$ cat src/rtl/srx_pkg.sv
package srx_pkg;
  typedef enum logic {
    FILL_SERIAL = 1'b0,
    FILL_SIGN   = 1'b1
  } fill_mode_e;
endpackage

$ cat src/rtl/srx_fill_mux.sv
module srx_fill_mux
  import srx_pkg::*;
(
  input  fill_mode_e mode,
  input  logic       top_bit,
  input  logic       ser_bit,
  output logic       fill_bit
);
  always_comb begin
    unique case (mode)
      FILL_SIGN:   fill_bit = top_bit;
      default:     fill_bit = ser_bit;
    endcase
  end
endmodule

$ cat src/rtl/srx_next_value.sv
module srx_next_value #(
  parameter int W = 4
) (
  input  logic         load,
  input  logic [W-1:0] din,
  input  logic [W-1:0] cur,
  input  logic         fill_bit,
  output logic [W-1:0] nxt
);
  logic [W-1:0] shifted;

  genvar i;
  generate
    for (i = 0; i < W - 1; i++) begin : g_move
      assign shifted[i] = cur[i+1];
    end
  endgenerate
  assign shifted[W-1] = fill_bit;

  assign nxt = load ? din : shifted;
endmodule

$ cat src/rtl/srx_shift_reg.sv
module srx_shift_reg
  import srx_pkg::*;
#(
  parameter int W = 4
) (
  input  logic         clk,
  input  logic         clr_n,
  input  logic         load,
  input  logic [W-1:0] din,
  input  logic         arith,
  input  logic         ser_in,
  output logic [W-1:0] q
);
  localparam int MSB = W - 1;

  fill_mode_e   mode;
  logic         fill_bit;
  logic [W-1:0] nxt;
  logic [W-1:0] state_q;

  assign mode = fill_mode_e'(arith);

  srx_fill_mux u_fill (
    .mode     (mode),
    .top_bit  (state_q[MSB]),
    .ser_bit  (ser_in),
    .fill_bit (fill_bit)
  );

  srx_next_value #(.W(W)) u_next (
    .load     (load),
    .din      (din),
    .cur      (state_q),
    .fill_bit (fill_bit),
    .nxt      (nxt)
  );

  always_ff @(posedge clk or negedge clr_n) begin
    if (!clr_n) state_q <= '0;
    else        state_q <= nxt;
  end

  assign q = state_q;

  AST_CLEAR_HOLDS: assert property (@(posedge clk) !clr_n |-> q == '0);
  AST_LOAD_CAPTURE: assert property (@(posedge clk) disable iff (!clr_n)
    load |=> q == $past(din));
  AST_SHIFT_DOWN: assert property (@(posedge clk) disable iff (!clr_n)
    !load |=> q[MSB-1:0] == $past(q[MSB:1]));
  AST_SERIAL_FILL: assert property (@(posedge clk) disable iff (!clr_n)
    (!load && !arith) |=> q[MSB] == $past(ser_in));
  AST_SIGN_FILL: assert property (@(posedge clk) disable iff (!clr_n)
    (!load && arith) |=> $stable(q[MSB]));
endmodule

$ cat config.mk
export PLATFORM = sky130hd
export DESIGN_NAME = srx_shift_reg
export DESIGN_NICKNAME = d
export VERILOG_FILES = /design/src/rtl/srx_pkg.sv /design/src/rtl/srx_fill_mux.sv /design/src/rtl/srx_next_value.sv /design/src/rtl/srx_shift_reg.sv
export SDC_FILE = /design/constraint.sdc
export NUM_CORES = 1
export LEC_CHECK = 0
export ABC_CLOCK_PERIOD_IN_PS = 1200
export BUFFER_PORTS_ARGS = -buffer_cell sky130_fd_sc_hd__buf_2
export CAP_MARGIN = 20
export CORE_AREA = 2 2 39 41
export CTS_BUF_LIST = sky130_fd_sc_hd__clkbuf_16
export DETAILED_ROUTE_END_ITERATION = 10
export DIE_AREA = 0 0 41 43
export PLACE_DENSITY = 0.35
export SYNTH_ARGS = -nofsm -noshare
export SYNTH_HDL_FRONTEND = slang
export SYNTH_SLANG_ARGS = --single-unit
$ cat constraint.sdc
create_clock -name clk -period 1.2 [get_ports clk]
set_input_delay 0.06 -clock clk [delete_from_list [all_inputs] [get_ports clk]]
set_output_delay 0.06 -clock clk [all_outputs]
set_load 0.005 [all_outputs]
==> impl_metrics.csv <==
group,metric,value,unit
status,run_status,"finished, final reports clean",
power,totalPowerFinal,717.6,uW
sta,timing.fmax,1.261,GHz
finish,largest_register_ffs,4,
clocking,worst_path_clk_slew,30,ps
yosys,synth_sequential_area_ratio,62.50,%
clocking,cts_sinks,4,
clocking,cts_tree,"yes",
yosys,synth_compound_gate_area_share,3.125,%
yosys,synth.ff_latch_count,4,
global_route,via_count_of_the_first_global_routing_pass,146,
floorplanning,dieArea,0.001763,mm2
yosys,synthTopCellsByArea,"sky130_fd_sc_hd__dfrtp_1 63%, sky130_fd_sc_hd__mux2_2 21%, sky130_fd_sc_hd__mux2i_1 6.3%",
sta,fin_setup_tns,0,ps
critical_path,worst-setup-path-type,"flop to output port",
yosys,yosysUniqueCellTypes,6,
finish,drive_above_1_share,69.23,%
placement,placed_cells,38,
finish,layout.nets,37,
yosys,synth_top_cell_by_area,"sky130_fd_sc_hd__dfrtp_1",
yosys,yosys.area_share.xor_xnor,0,%
placement,portBuffers,12,
critical_path,worst-r2r-cell-count,1,
floorplanning,number_of_standard_cell_rows_in_the_floorplan,14,
power,p_sw,112.4,uW
sta,unrepaired_setup_endpoints_after_global_routing,"false",
global_route,grt_pass1_wl,593,um
detailed_routing,detail_route.iter0.violations,1,
global_route,groute.usage.overall,6.244,%
clocking,post_cts_setup_buffer_count,0,
sta,final-setup-viol-count,0,
power,swShare,15.66,%
yosys,syn-instance-count,11,
placement,preCtsSetupSlack,445.3,ps
yosys,avgSynthCellArea,14.56,um2
sta,worst-slew-pin-transition,152.5,ps
global_route,grt_remaining_overflow,0,
detailed_routing,antenna_violating_nets_post_route,0,
global_route,grt_start_max_net_pins,6,
critical_path,critical_path_required,1140,ps
detailed_routing,post-route-drc-count,0,
power,irDropWorstVdd,1.224,mV
placement,place_congestion,0.5997,
floorplanning,boundaryPins,13,
worst_hold_path,hold_path.class,"input pin to flop",
critical_path,crit_cells,1,
detailed_routing,viasPerCell,3.429,
critical_path,worst_path_largest_cell_delay,380,ps
yosys,synth_adder_area_share,0,%
critical_path,crit_family,"flip-flops",
sta,slew_headroom,89.72,%
power,leakage,0.0001577,uW
global_route,antenna_found_initial,0,
sta,period_share,66.08,%
floorplanning,floorplan.die.width,41,um
yosys,yosys.area.top_type_share,62.50,%
power,clock_power_share,71.2,%
detailed_routing,first_pass_iters,2,
clocking,clk_latency,220,ps
clocking,clockRootBuffer,"sky130_fd_sc_hd__clkbuf_16",
finish,count_of_antenna_diodes_in_the_layout,0,
critical_path,timing.critical_path.arrival,730,ps
critical_path,cpMaxStageDelayCell,"sky130_fd_sc_hd__dfrtp_1",
clocking,tritoncts.num_buffers,3,
critical_path,endpoint_kind_of_the_worst_setup_timing_path,"output port",
finish,sequential_cell_area,100.1,um2
detailed_routing,total_number_of_vias,144,
sta,fin_worst_skew,1.689,ps
clocking,clock_path_buffers,2,
sta,final.setup.worst_slack,407.0,ps
critical_path,r2r_end,"q[2]$_DFF_PN0_",
detailed_routing,finalWirelength,433,um
critical_path,reg_to_reg_critical_path_startpoint,"q[3]$_DFFE_PN0P_",
floorplanning,fp.coreArea,0.001384,mm2
critical_path,worst-r2r-setup-slack,430,ps
finish,count_of_non_filler_cells_in_the_finished_layout,42,
yosys,synth_nets,20,
sta,report.final.slew_viol_count,0,
floorplanning,initial_core_util,11.57,%
yosys,yosys-mux-area-fraction,27.34,%
power,pwr-share-seq,21.7,%
finish,layout.cells.most_common,"sky130_fd_sc_hd__buf_2",
critical_path,critical_path.cell_chain,"buf_2",
critical_path,startpoint,"q[3]$_DFFE_PN0P_",
finish,area_growth,98.44,%
yosys,yosys_warnings,0,
yosys,post_synthesis_simple_gate_area_fraction,2.344,%
floorplanning,die_h,43,um
clocking,h-tree-depth,1,
critical_path,last_element_of_the_critical_path,"q[3]",
finish,fillCellCount,153,
power,p_per_area,2258,mW/mm2
yosys,synthesis.area,160.2,um2
finish,multiInputGateArea,52.55,um2
critical_path,critical_path.startpoint_type,"flop",
finish,most-common-layout-cells,"12 x sky130_fd_sc_hd__buf_2, 4 x sky130_fd_sc_hd__dfrtp_1, 3 x sky130_fd_sc_hd__mux2_2, 3 x sky130_fd_sc_hd__clkbuf_16",
power,pwr-share-comb,7.1,%
sta,timing_hold_violations_final,0,
critical_path,critPathMaxFanout,3,
yosys,synth_top_family_by_area,"multiplexers",
sta,final_period_minus_worst_setup_slack,793.0,ps
run,cap_viol_max_count,0,
critical_path,cp.buffers_inverters,1,
power,cellInternalPower,605.2,uW
detailed_routing,routedWlPerCell,10.31,um
==> synthesized netlist by cell type (all sizes together) <==
cell type / n
buf: 1
dfrtp: 4
mux2: 3
mux2i: 1
nand2: 1
o21ai: 1
==> worst min path at each step <==
| stage | from | end | slack [ps] | cells past startpoint |
|---|---|---|---|---|
| CTS | din[3] | q[3]$_DFFE_PN0P_ | 60 | 3 |
| finish | din[3] | q[3]$_DFFE_PN0P_ | 60 | 3 |
| global route | din[3] | q[3]$_DFFE_PN0P_ | 80 | 3 |
| floorplan | clr_n | q[0]$_DFF_PN0_ | -240 | 0 |
| detailed placement | clr_n | q[3]$_DFFE_PN0P_ | -130 | 1 |
| global placement | clr_n | q[3]$_DFFE_PN0P_ | -140 | 1 |
==> layer usage <==
| metal | GRT usage [%] | vias to the layer above | routed length (um) |
|---|---|---|---|
| met5 | 0 | - | 0 |
| met2 | 5.938 | 16 | 134 |
| met4 | 2.000 | 0 | 0 |
| li1 | - | 67 | - |
| met3 | 9.424 | 0 | 94 |
| met1 | 7.143 | 61 | 203 |
==> what timing repair did <==
item | CTS | global route
endpoints found under the hold margin | 4 | 0
setup endpoints to repair | 0 | 0
gates resized for setup | 0 | 0
hold buffers | 1 | 0
==> cells by family after synthesis <==
family	Yosys count
multiplexers	4
flip-flops	4
AO/OA/AOI/OAI	1
AND/OR/NAND/NOR	1
buffers and inverters	1
==> per-stage QoR <==
step	utilization, %	hold WS [ps]	area, um2
2_1_floorplan	-	-235.6	160.2
3_3_place_gp	16.82	-135.4	232.7
3_5_place_dp	16.82	-128.4	232.7
4_1_cts	22.97	58.01	317.8
5_1_grt	22.97	76.51	317.8
6_report	22.97	55.62	317.8
==> power by group through the flow <==
stage	registers, uW	logic, uW	clock network, uW
2_1_floorplan	157	19.3	0
3_3_place_gp	156	47.3	0
3_5_place_dp	157	48.1	0
4_1_cts	156	51.5	523
5_1_grt	157	56.0	538
6_report	156	50.7	511
==> cell type report <==
| class | instances | area share [%] |
|---|---|---|
| flip-flops and latches | 4 | 31.50 |
| clock buffers | 3 | 23.62 |
| repair buffers | 13 | 22.05 |
| multi-input cells | 6 | 16.54 |
| well taps | 16 | 6.299 |
No activity file was read; power rests on OpenSTA's default activity.
